--- src/rtl/stat_pkg.sv ---
// Shared register-select codes for the status register set.
package stat_pkg;
    localparam int ADDR_W = 3;

    typedef enum logic [ADDR_W-1:0] {
        SEL_COND = 3'd0,
        SEL_RISE = 3'd1,
        SEL_FALL = 3'd2,
        SEL_EVT  = 3'd3,
        SEL_ENA  = 3'd4
    } reg_sel_e;
endpackage

--- src/rtl/stat_edge_filter.sv ---
// Condition history and per-bit transition masks.
// Produces a one-cycle hit vector for each masked rising or falling change.
// Assumes reset is synchronous and that cond_i is already synchronous to clk.
// With HAS_COND = 0 no storage is built and all outputs read zero.
module stat_edge_filter #(
    parameter int WIDTH    = 16,
    parameter bit HAS_COND = 1'b1
) (
    input  logic             clk,
    input  logic             rst_n,
    input  logic             preset_i,
    input  logic [WIDTH-1:0] cond_i,
    input  logic             wr_rise_i,
    input  logic             wr_fall_i,
    input  logic [WIDTH-1:0] wdata_i,
    output logic [WIDTH-1:0] cond_o,
    output logic [WIDTH-1:0] rise_mask_o,
    output logic [WIDTH-1:0] fall_mask_o,
    output logic [WIDTH-1:0] hit_o
);
    localparam logic [WIDTH-1:0] ALL_ONES = {WIDTH{1'b1}};
    localparam logic [WIDTH-1:0] ALL_ZERO = {WIDTH{1'b0}};

    generate
        if (HAS_COND) begin : g_track
            logic [WIDTH-1:0] cond_q;
            logic [WIDTH-1:0] rise_q;
            logic [WIDTH-1:0] fall_q;
            logic [WIDTH-1:0] went_up;
            logic [WIDTH-1:0] went_down;

            // History copy: also loaded during reset so no edge is seen on release.
            always_ff @(posedge clk) begin
                cond_q <= cond_i;
            end

            // Rising mask: reset and preset open it, software writes it.
            always_ff @(posedge clk) begin
                if (!rst_n || preset_i) rise_q <= ALL_ONES;
                else if (wr_rise_i)     rise_q <= wdata_i;
            end

            // Falling mask: reset and preset close it, software writes it.
            always_ff @(posedge clk) begin
                if (!rst_n || preset_i) fall_q <= ALL_ZERO;
                else if (wr_fall_i)     fall_q <= wdata_i;
            end

            // Edge detection against the previous-cycle copy.
            always_comb begin
                went_up   = cond_i & ~cond_q;
                went_down = ~cond_i & cond_q;
                hit_o     = (went_up & rise_q) | (went_down & fall_q);
            end

            assign cond_o      = cond_i;
            assign rise_mask_o = rise_q;
            assign fall_mask_o = fall_q;

            // preset restores both masks.
            p_preset_masks_r8: assert property (@(posedge clk) disable iff (!rst_n)
                preset_i |=> (rise_q == ALL_ONES && fall_q == ALL_ZERO));
            // masks hold when neither preset nor a write touches them.
            p_rise_hold_r6: assert property (@(posedge clk) disable iff (!rst_n)
                (!preset_i && !wr_rise_i) |=> $stable(rise_q));
            p_fall_hold_r6: assert property (@(posedge clk) disable iff (!rst_n)
                (!preset_i && !wr_fall_i) |=> $stable(fall_q));
            // an unchanged condition vector never produces a hit.
            p_no_change_no_hit_r2: assert property (@(posedge clk) disable iff (!rst_n)
                (cond_i == cond_q) |-> (hit_o == ALL_ZERO));
        end else begin : g_bare
            logic unused_inputs;
            assign unused_inputs = ^{cond_i, wdata_i, wr_rise_i, wr_fall_i, preset_i, rst_n, clk};
            assign cond_o      = ALL_ZERO;
            assign rise_mask_o = ALL_ZERO;
            assign fall_mask_o = ALL_ZERO;
            assign hit_o       = ALL_ZERO;
        end
    endgenerate
endmodule

--- src/rtl/stat_event_latch.sv ---
// Sticky event register.
// Bits set from the set vector and stay until a clear request.
// A set arriving with a clear wins, so no event is lost at the clear boundary.
// Assumes synchronous active-low reset.
module stat_event_latch #(
    parameter int WIDTH = 16
) (
    input  logic             clk,
    input  logic             rst_n,
    input  logic             clear_i,
    input  logic [WIDTH-1:0] set_i,
    output logic [WIDTH-1:0] event_o
);
    logic [WIDTH-1:0] evt_q;

    // Latch new events; a clear drops only the previously held bits.
    always_ff @(posedge clk) begin
        if (!rst_n)       evt_q <= '0;
        else if (clear_i) evt_q <= set_i;
        else              evt_q <= evt_q | set_i;
    end

    assign event_o = evt_q;

    // held bits survive any cycle without a clear.
    p_sticky_r3: assert property (@(posedge clk) disable iff (!rst_n)
        !clear_i |=> ((evt_q & $past(evt_q)) == $past(evt_q)));
    // every set request is visible after the edge.
    p_set_lands_r2: assert property (@(posedge clk) disable iff (!rst_n)
        (|set_i) |=> ((evt_q & $past(set_i)) == $past(set_i)));
    // after a clear, exactly the colliding new events remain.
    p_clear_keeps_new_r10: assert property (@(posedge clk) disable iff (!rst_n)
        clear_i |=> (evt_q == $past(set_i)));
endmodule

--- src/rtl/stat_summary.sv ---
// Enable mask register and summary reduction.
// Reset closes the mask; preset closes or opens it according to PRESET_ENA_ONES.
// Assumes synchronous active-low reset.
module stat_summary #(
    parameter int WIDTH           = 16,
    parameter bit PRESET_ENA_ONES = 1'b0
) (
    input  logic             clk,
    input  logic             rst_n,
    input  logic             preset_i,
    input  logic             wr_i,
    input  logic [WIDTH-1:0] wdata_i,
    input  logic [WIDTH-1:0] event_i,
    output logic [WIDTH-1:0] enable_o,
    output logic             summary_o
);
    localparam logic [WIDTH-1:0] PRESET_VAL = {WIDTH{PRESET_ENA_ONES}};

    logic [WIDTH-1:0] ena_q;

    // Enable mask: reset, preset value, or software write.
    always_ff @(posedge clk) begin
        if (!rst_n)        ena_q <= '0;
        else if (preset_i) ena_q <= PRESET_VAL;
        else if (wr_i)     ena_q <= wdata_i;
    end

    // Masked OR reduction to the summary line.
    always_comb begin
        summary_o = |(event_i & ena_q);
    end

    assign enable_o = ena_q;

    // mask holds without preset or write.
    p_enable_hold_r6: assert property (@(posedge clk) disable iff (!rst_n)
        (!preset_i && !wr_i) |=> $stable(ena_q));
    // preset loads the parameter-selected value.
    p_preset_enable_r8: assert property (@(posedge clk) disable iff (!rst_n)
        preset_i |=> (ena_q == PRESET_VAL));
    // a closed mask keeps the summary quiet.
    p_closed_quiet_r5: assert property (@(posedge clk) disable iff (!rst_n)
        (ena_q == '0) |-> !summary_o);
endmodule

--- src/rtl/stat_regport.sv ---
// Register access decode.
// Turns one write strobe and one read strobe plus an address into per-register
// write enables, the read-clear request and a combinational read mux.
// Assumes at most one access per cycle.
module stat_regport
    import stat_pkg::*;
#(
    parameter int WIDTH = 16
) (
    input  logic              wr_en_i,
    input  logic              rd_en_i,
    input  logic [ADDR_W-1:0] addr_i,
    input  logic [WIDTH-1:0]  cond_i,
    input  logic [WIDTH-1:0]  rise_i,
    input  logic [WIDTH-1:0]  fall_i,
    input  logic [WIDTH-1:0]  event_i,
    input  logic [WIDTH-1:0]  enable_i,
    output logic              wr_rise_o,
    output logic              wr_fall_o,
    output logic              wr_ena_o,
    output logic              rd_clr_o,
    output logic [WIDTH-1:0]  rdata_o
);
    reg_sel_e sel;

    assign sel = reg_sel_e'(addr_i);

    // Write and read-clear strobes per register; condition and event are not writable.
    always_comb begin
        wr_rise_o = wr_en_i && (sel == SEL_RISE);
        wr_fall_o = wr_en_i && (sel == SEL_FALL);
        wr_ena_o  = wr_en_i && (sel == SEL_ENA);
        rd_clr_o  = rd_en_i && (sel == SEL_EVT);
    end

    // Read data mux; unmapped addresses return zero.
    always_comb begin
        case (sel)
            SEL_COND: rdata_o = cond_i;
            SEL_RISE: rdata_o = rise_i;
            SEL_FALL: rdata_o = fall_i;
            SEL_EVT:  rdata_o = event_i;
            SEL_ENA:  rdata_o = enable_i;
            default:  rdata_o = '0;
        endcase
    end

    // at most one register write strobe at a time.
    always_comb begin
        a_one_write_r6: assert ($onehot0({wr_rise_o, wr_fall_o, wr_ena_o}));
    end
endmodule

--- src/rtl/status_regset.sv ---
// Instrument status register set.
// Live conditions pass through rise/fall masks into a sticky event register,
// which is gated by an enable mask and reduced to one summary line.
// The strobes act on different groups: reset clears or restores all registers,
// preset restores the masks and the enable value, clear-status empties the events.
// Assumes synchronous active-low reset and inputs synchronous to clk.
module status_regset
    import stat_pkg::*;
#(
    parameter int WIDTH           = 16,
    parameter bit HAS_COND        = 1'b1,
    parameter bit PRESET_ENA_ONES = 1'b0
) (
    input  logic              clk,
    input  logic              rst_n,
    input  logic              preset_i,
    input  logic              clr_i,
    input  logic [WIDTH-1:0]  cond_i,
    input  logic [WIDTH-1:0]  evt_pulse_i,
    input  logic              wr_en_i,
    input  logic              rd_en_i,
    input  logic [ADDR_W-1:0] addr_i,
    input  logic [WIDTH-1:0]  wdata_i,
    output logic [WIDTH-1:0]  rdata_o,
    output logic              summary_o
);
    logic [WIDTH-1:0] cond_v;
    logic [WIDTH-1:0] rise_v;
    logic [WIDTH-1:0] fall_v;
    logic [WIDTH-1:0] hit_v;
    logic [WIDTH-1:0] evt_v;
    logic [WIDTH-1:0] ena_v;
    logic [WIDTH-1:0] set_v;
    logic             wr_rise;
    logic             wr_fall;
    logic             wr_ena;
    logic             rd_clr;
    logic             evt_clear;

    stat_regport #(.WIDTH(WIDTH)) u_port (
        .wr_en_i  (wr_en_i),
        .rd_en_i  (rd_en_i),
        .addr_i   (addr_i),
        .cond_i   (cond_v),
        .rise_i   (rise_v),
        .fall_i   (fall_v),
        .event_i  (evt_v),
        .enable_i (ena_v),
        .wr_rise_o(wr_rise),
        .wr_fall_o(wr_fall),
        .wr_ena_o (wr_ena),
        .rd_clr_o (rd_clr),
        .rdata_o  (rdata_o)
    );

    stat_edge_filter #(.WIDTH(WIDTH), .HAS_COND(HAS_COND)) u_filter (
        .clk        (clk),
        .rst_n      (rst_n),
        .preset_i   (preset_i),
        .cond_i     (cond_i),
        .wr_rise_i  (wr_rise),
        .wr_fall_i  (wr_fall),
        .wdata_i    (wdata_i),
        .cond_o     (cond_v),
        .rise_mask_o(rise_v),
        .fall_mask_o(fall_v),
        .hit_o      (hit_v)
    );

    // Merge filtered edges with direct pulses; either clear source empties the latch.
    always_comb begin
        set_v     = hit_v | evt_pulse_i;
        evt_clear = rd_clr | clr_i;
    end

    stat_event_latch #(.WIDTH(WIDTH)) u_events (
        .clk    (clk),
        .rst_n  (rst_n),
        .clear_i(evt_clear),
        .set_i  (set_v),
        .event_o(evt_v)
    );

    stat_summary #(.WIDTH(WIDTH), .PRESET_ENA_ONES(PRESET_ENA_ONES)) u_summary (
        .clk      (clk),
        .rst_n    (rst_n),
        .preset_i (preset_i),
        .wr_i     (wr_ena),
        .wdata_i  (wdata_i),
        .event_i  (evt_v),
        .enable_o (ena_v),
        .summary_o(summary_o)
    );

    // clear-status without a colliding set leaves the event register empty.
    p_clear_status_r9: assert property (@(posedge clk) disable iff (!rst_n)
        (clr_i && set_v == '0) |=> (evt_v == '0));
    // a read-clear without a colliding set leaves the event register empty.
    p_read_clears_r4: assert property (@(posedge clk) disable iff (!rst_n)
        (rd_clr && set_v == '0) |=> (evt_v == '0));
endmodule

--- config.mk ---
export PLATFORM = sky130hd
export DESIGN_NAME = status_regset
export DESIGN_NICKNAME = d
export VERILOG_FILES = /design/src/rtl/stat_pkg.sv /design/src/rtl/stat_edge_filter.sv /design/src/rtl/stat_event_latch.sv /design/src/rtl/stat_summary.sv /design/src/rtl/stat_regport.sv /design/src/rtl/status_regset.sv
export SDC_FILE = /design/constraint.sdc
export NUM_CORES = 1
export LEC_CHECK = 0
export ABC_CLOCK_PERIOD_IN_PS = 1460
export BUFFER_PORTS_ARGS = -buffer_cell sky130_fd_sc_hd__buf_2
export CAP_MARGIN = 30
export CORE_MARGIN = 4
export CORE_UTILIZATION = 28
export CTS_CLUSTER_SIZE = 25
export DETAILED_ROUTE_END_ITERATION = 8
export SLEW_MARGIN = 25
export SYNTH_ARGS = -nofsm -noshare
export SYNTH_HDL_FRONTEND = slang
export SYNTH_HIERARCHICAL = 1
export SYNTH_SLANG_ARGS = --single-unit
--- constraint.sdc ---
create_clock -name clk -period 1.46 [get_ports clk]
set_input_delay 0.073 -clock clk [delete_from_list [all_inputs] [get_ports clk]]
set_output_delay 0.073 -clock clk [all_outputs]
set_load 0.01 [all_outputs]
==> results of run 1 <==
## final cells by class
cell class	count	area (um^2)	share of cell area (%)
flip-flops and latches	80	1610	31.6
repair buffers	114	771	15.1
clock inverters	6	85.1	1.67
multi-input cells	292	2170	42.6
clock buffers	9	225	4.42
well taps	184	230	4.52
## cells in the final DEF, fill, tap and decap left out, types with 3 or more instances in the layout
master,synthesis,routed
o21ai_0,16,16
o21a_1,17,17
dlygate4sd3_1,0,19
nor3b_1,14,9
buf_2,5,73
a22oi_1,15,15
o22ai_2,0,3
mux2_4,11,11
dfxtp_1,80,73
nor2b_1,13,13
a21oi_1,15,11
dfxtp_2,0,7
nor3b_2,1,6
nor2_1,32,32
clkbuf_16,0,9
and2b_1,4,4
nand2_1,32,32
buf_4,19,18
a22o_1,4,4
nand3b_1,18,18
buf_12,3,4
o22ai_1,15,12
or2_1,17,17
a21oi_2,0,4
mux2i_1,49,49
mux2_2,4,4
a221oi_2,4,4
## worst reg2reg max path, stage by stage (launching register included)
cell,delay (ps)
dfxtp_1,320
nand3b_1,100
o21ai_0,70
or2_1,220
o21a_1,190
## per-layer routing
| layer | track usage, % | routed length [um] |
|---|---|---|
| met3 | 2.39 | 507 |
| met5 | 0 | 0 |
| met4 | 5.87 | 260 |
| met1 | 17.1 | 5120 |
| met2 | 23.3 | 5530 |
## registers in the layout, indices dropped and copies added (netlist names)
register / flops
u_events/event_o: 16
u_filter/fall_mask_o: 16
u_filter/g_track.cond_q: 16
u_filter/rise_mask_o: 16
u_summary/enable_o: 16
## cells by family after synthesis
| logic type | after synthesis | synth area share (%) |
|---|---|---|
| simple gates | 141 | 19.5 |
| compound gates | 87 | 14.4 |
| flops | 80 | 38.9 |
| mux | 64 | 17.0 |
| buf+inv | 47 | 10.1 |
## final timing paths
check / startpoint / to / depth (start not counted)
setup / recovery: u_summary/enable_o[0]$_SDFFE_PP0P_ / summary_o / 4
hold / removal: wdata_i[15] / u_filter/rise_mask_o[15]$_SDFFE_PP1P_ / 3
setup reg to reg: u_filter/g_track.cond_q[15]$_DFF_P_ / u_events/event_o[15]$_SDFF_PN0_ / 4
hold reg to reg: u_filter/rise_mask_o[12]$_SDFFE_PP1P_ / u_filter/rise_mask_o[12]$_SDFFE_PP1P_ / 2
## stage by stage
stage,cells,TNS (ps),power [uW]
6_report,685,-101,5350
2_1_floorplan,419,0,2770
3_3_place_gp,649,0,2970
5_1_grt,685,-201,5560
3_5_place_dp,649,0,2990
4_1_cts,685,-106,5390
## repair_timing
| item | in CTS | in global routing |
|---|---|---|
| setup buffers | 2 | 0 |
| hold buffers | 19 | 0 |
| endpoints found under the hold margin | 19 | 0 |
| setup endpoints to repair | 1 | 9 |
| pin swaps | 4 | 2 |
| resized for setup | 6 | 13 |
## power groups by stage
stage	logic, uW	clock network, uW	registers, uW
floorplan	440	0	2330
global placement	623	0	2350
detailed placement	634	0	2350
CTS	685	2400	2300
global route	749	2500	2310
finish	694	2350	2310
==> flow_summary.yaml, run 1 <==
worst_setup_path:
  timing.critical_path.to_type: "output pin"
  critPathKind: "reg -> out"
  critical_path_required_ps: 1390
  path_cells: "a22o_1, a221oi_2, nand4_1, buf_2"
  critical-path-max-stage-delay_ps: 320
  worst-r2r-setup-slack_ps: 450
  critical_path.top_delay_family: "compound AO/OA/AOI/OAI gates"
  arrival_ps: 1490
  startpoint_class_of_the_critical_path: "flop"
  critical_path_buffer_and_inverter_count: 1
  critical_path_fanout_max: 2
  crit_path_top_delay_cell: "dfxtp_2"
synth:
  post_synth_arst_share_pct: 0
  synth_edf_count: 0
  yosys_warnings: 6
  synth_area_leader: "dfxtp_1"
  postSynthRegisterBits: 80
  netlist.area_leader.share_pct: 38.9
  synth_common_cells: "dfxtp_1, mux2i_1, nand2_1, nor2_1, buf_4"
  top_cells_by_area_in_the_synthesized_netlist: "dfxtp_1, mux2i_1, mux2_4"
  synth.lib_cells_used.distinct: 36
  syn-mean-instance-area_um2: 9.82
  synth_sequential_area_ratio_pct: 38.9
  syn_inst: 419
  synthesized_netlist_net_count: 476
  syn-cell-area_mm2: 0.00411
  yosys.cell_count.top_type: "dfxtp_1"
  synthFlopType: "dfxtp_1"
power:
  peakVddDrop_mv: 0.504
  seqPwrFrac_pct: 43.1
  power_per_cell_area_mw_per_mm2: 1050
  power.static_leakage_uw: 0.00197
  p_sw_uw: 1260
  power_frac_clock_pct: 43.9
  internal_power_uw: 4090
  power.combinational.fraction_pct: 13.0
  net_sw_share_pct: 23.6
route:
  first_iter_violations: 122
  detail_route.wirelength_mm: 11.4
  route.detailed.drc: 0
  antenna_violating_nets_post_route: 0
  avgRoutedWirePerCell_um: 16.7
  vias: 3217
  post_drt_via_cell_ratio: 4.70
  detailedRoute.firstPassIterationCount: 5
worst_hold_path:
  hold_class: "in -> reg"
clock_network:
  path_clk_slew_ps: 60
  tritoncts: "done"
  cts-buffers-inserted: 9
  cts.sink_count: 80
  cts_buffer_depth: 2
  htree_levels: 3
  worstSkewPairLatency_ps: 330
  clock_tree.root_cell: "clkbuf_16"
cells_and_area:
  fill_cell_instance_count_of_the_final_layout: 1449
  synthToLayoutAreaGrowth_pct: 23.8
  design_area_mm2: 0.00509
  insertedDiodeCount: 0
  layout.nets: 554
  postLayoutCoreUtil_pct: 35.2
  drive_gt1_share_pct: 30.5
place:
  final_wtd_congestion: 0.822
  placed_wire_length_estimate_mm: 8.33
  placed_area_mm2: 0.00451
  number_of_buffers_added_on_ports: 73
  dp_worst_setup_slack_ps: 85.5
run_status:
  run_status: "finished with violations"
  failed_checks: "setup timing"
global_route:
  gr-total-overflow: 0
  first_global_vias: 3323
  grtUsageTotal_pct: 13.7
  largest_net_degree_at_the_start_of_global_routing: 26
  number_of_antenna_violations_at_the_first_check_in_global_routing: 0
  first_pass_grt_wire_length_mm: 17.7
sta:
  setup_viol_count_final: 1
  drv_slew: 0
  timing.final.crit_share_pct: 107
  rsz_0062_raised_after_global_routing: "yes"
  finalCriticalPeriod_ps: 1560
  max_freq_mhz: 640
  skew_ps: 4.47
  max-slew-margin-rel_pct: 51.5
  holdWs_ps: 9.12
  postLayoutSetupSlackWorst_ps: -101
  timing.final.hold_violations: 0
  timing_worst_slew_pin_value_ps: 727
floorplanning:
  initial_core_util_pct: 28.4
  top_level_ports: 74
  core.rowCount: 44
  coreArea_mm2: 0.0145
  chipWidth_um: 129
  height_of_the_chip_um: 129
  design.die.area_mm2: 0.0167
flow_run:
  max-cap-violations: 0
Note: power is estimated with default switching activity, not from simulation.
==> inputs of run 2 (changes only) <==
- SYNTH_HIERARCHICAL: 1 -> unset
==> flow_summary.yaml, run 2 <==
power:
  report.power.total_uw: 5300
  power_per_cell_area_mw_per_mm2: 1060
  peakVddDrop_mv: 0.714
  power.static_leakage_uw: 0.00218
route:
  first_iter_violations: 198
  detail_route.wirelength_mm: 11.7
  detailedRoute.firstPassIterationCount: 4
  vias: 3485
  post_drt_via_cell_ratio: 4.97
  route.detailed.drc: 0
  avgRoutedWirePerCell_um: 16.7
  antenna_violating_nets_post_route: 0
worst_setup_path:
  critical_path_required_ps: 1390
  startpoint_class_of_the_critical_path: "flop"
  arrival_ps: 1430
  path_cells: "a22o_1, a221oi_2, nand4_1, buf_2"
  critical-path-max-stage-delay_ps: 340
  critical_path.top_delay_family: "compound AO/OA/AOI/OAI gates"
  critical_path_buffer_and_inverter_count: 1
  critical_path_fanout_max: 3
  critPathKind: "reg -> out"
  crit_path_top_delay_cell: "dfxtp_2"
  timing.critical_path.to_type: "output pin"
global_route:
  grtUsageTotal_pct: 15.8
  gr-total-overflow: 0
  first_pass_grt_wire_length_mm: 18.3
  number_of_antenna_violations_at_the_first_check_in_global_routing: 0
  largest_net_degree_at_the_start_of_global_routing: 33
  first_global_vias: 3562
run_status:
  run_status: "finished with violations"
  failed_checks: "setup timing"
floorplanning:
  height_of_the_chip_um: 122
  top_level_ports: 74
  initial_core_util_pct: 28.8
  core.rowCount: 41
  coreArea_mm2: 0.0127
  design.die.area_mm2: 0.0150
  chipWidth_um: 122
synth:
  synth_sequential_area_ratio_pct: 43.7
  synthFlopType: "dfxtp_1"
  synthesized_netlist_net_count: 476
  synth_edf_count: 0
  syn_inst: 419
  synth.lib_cells_used.distinct: 35
  syn-cell-area_mm2: 0.00367
  synth_common_cells: "nand2_1, dfxtp_1, a21oi_1"
  top_cells_by_area_in_the_synthesized_netlist: "dfxtp_1, nand2_1, mux2i_1"
  post_synth_arst_share_pct: 0
  syn-mean-instance-area_um2: 8.75
  netlist.area_leader.share_pct: 43.7
  yosys.cell_count.top_type: "nand2_1"
  postSynthRegisterBits: 80
  yosys_warnings: 0
  synth_area_leader: "dfxtp_1"
worst_hold_path:
  hold_class: "in -> reg"
sta:
  setup_viol_count_final: 1
  postLayoutSetupSlackWorst_ps: -40.9
  skew_ps: 4.71
  timing.final.crit_share_pct: 103
  timing.final.hold_violations: 0
  timing_worst_slew_pin_value_ps: 407
  max_freq_mhz: 666
  finalCriticalPeriod_ps: 1500
  max-slew-margin-rel_pct: 72.9
  drv_slew: 0
  rsz_0062_raised_after_global_routing: "yes"
cells_and_area:
  mostFrequentLayoutCell: "nand2_1"
  postLayoutCoreUtil_pct: 39.5
  drive_gt1_share_pct: 23.1
  fill_cell_instance_count_of_the_final_layout: 1340
  synthToLayoutAreaGrowth_pct: 37.0
  final_cell_mix: "nand2_1, dfxtp_1, buf_2, dlygate4sd3_1"
  area_used_by_multi_input_combinational_logic_mm2: 0.00193
  insertedDiodeCount: 0
  sequential_cell_area_mm2: 0.00161
  layout.nets: 581
clock_network:
  tritoncts: "done"
  htree_levels: 3
  path_clk_slew_ps: 60
  worstSkewPairLatency_ps: 330
  clock_tree.root_cell: "clkbuf_16"
  cts-buffers-inserted: 9
  cts_buffer_depth: 2
  cts.sink_count: 80
place:
  dp_worst_setup_slack_ps: 120
  placed_wire_length_estimate_mm: 7.85
  number_of_buffers_added_on_ports: 73
  final_wtd_congestion: 0.796
flow_run:
  max-cap-violations: 0
run 2: cell types whose count changed after synthesis, sizes merged, moves of 15 or more:
cell	change
or2	-16
a22oi	-15
a21oi	+18
nand2	+81
nand3	+15
o21a	-17
a221o	+16
mux2i	-19
nand3b	-18
nor2	-16
nand4b	+32
buf	-23
run 2: per-layer routing:
metal  routed length, um  vias to the layer above  GRT usage (%)
li1                    -                     1717              -
met5                   0                        -              0
met3                 737                       13           3.46
met2                5710                      100           27.7
met4                 117                        0           3.99
met1                5140                     1655           19.7
run 2: area by class of cell:
type / count / share of cell area (%)
clock buffers: 11 / 5.03
clock inverters: 5 / 1.10
inverters: 2 / 0.149
well taps: 172 / 4.28
flip-flops and latches: 80 / 32.1
repair buffers: 127 / 19.0
multi-input cells: 304 / 38.4
run 2: path summary, 6_finish.rpt:
| path | start | endpoint | slack [ps] | cells after the start |
|---|---|---|---|---|
| max | u_events.event_o[3]$_SDFF_PN0_ | summary_o | -40 | 4 |
| min | wdata_i[2] | u_filter.rise_mask_o[2]$_SDFFE_PP1P_ | 6 | 3 |
| max reg2reg | u_filter.fall_mask_o[6]$_SDFFE_PP0P_ | u_events.event_o[6]$_SDFF_PN0_ | 520 | 4 |
| min reg2reg | u_summary.enable_o[15]$_SDFFE_PP0P_ | u_summary.enable_o[15]$_SDFFE_PP0P_ | 470 | 2 |
run 2: power by group:
part           switching (uW)  total (uW)  leakage, uW  internal, uW
registers                74.0        2340     0.000660          2270
clock network             872        2280     0.000148          1410
logic                     334         676      0.00137           342
total                    1280        5300      0.00218          4020
run 2: timing repair:
action | 4_1_cts | 5_1_grt
hold endpoints to repair | 49 | 0
hold buffers | 43 | 0
endpoints found under the setup margin | 1 | 14
pin swaps | 4 | 8
buffers inserted | 3 | 1
resized for setup | 10 | 13
run 2: cells by family after synthesis:
| family | after synthesis | share of synthesized area (%) |
|---|---|---|
| AND/OR/NAND/NOR | 191 | 26.7 |
| AO/OA/AOI/OAI | 82 | 16.1 |
| flip-flops | 80 | 43.7 |
| buffers and inverters | 35 | 5.02 |
| multiplexers | 31 | 8.50 |
run 2: through the flow:
step	TNS (ps)	hold slack [ps]	cell area [um^2]	instances
2_1_floorplan	0	101	3670	419
3_3_place_gp	0	213	4240	645
3_5_place_dp	0	217	4240	645
4_1_cts	-84.3	0.549	5030	707
5_1_grt	-123	10.8	5020	701
6_report	-40.9	6.21	5020	701
run 2: worst register-to-register path, stage by stage, from the launching register on:
cell      delay (ps)
dfxtp_2          320
buf_4            120
nand4b_1          80
nand2_1           50
a221o_1          250
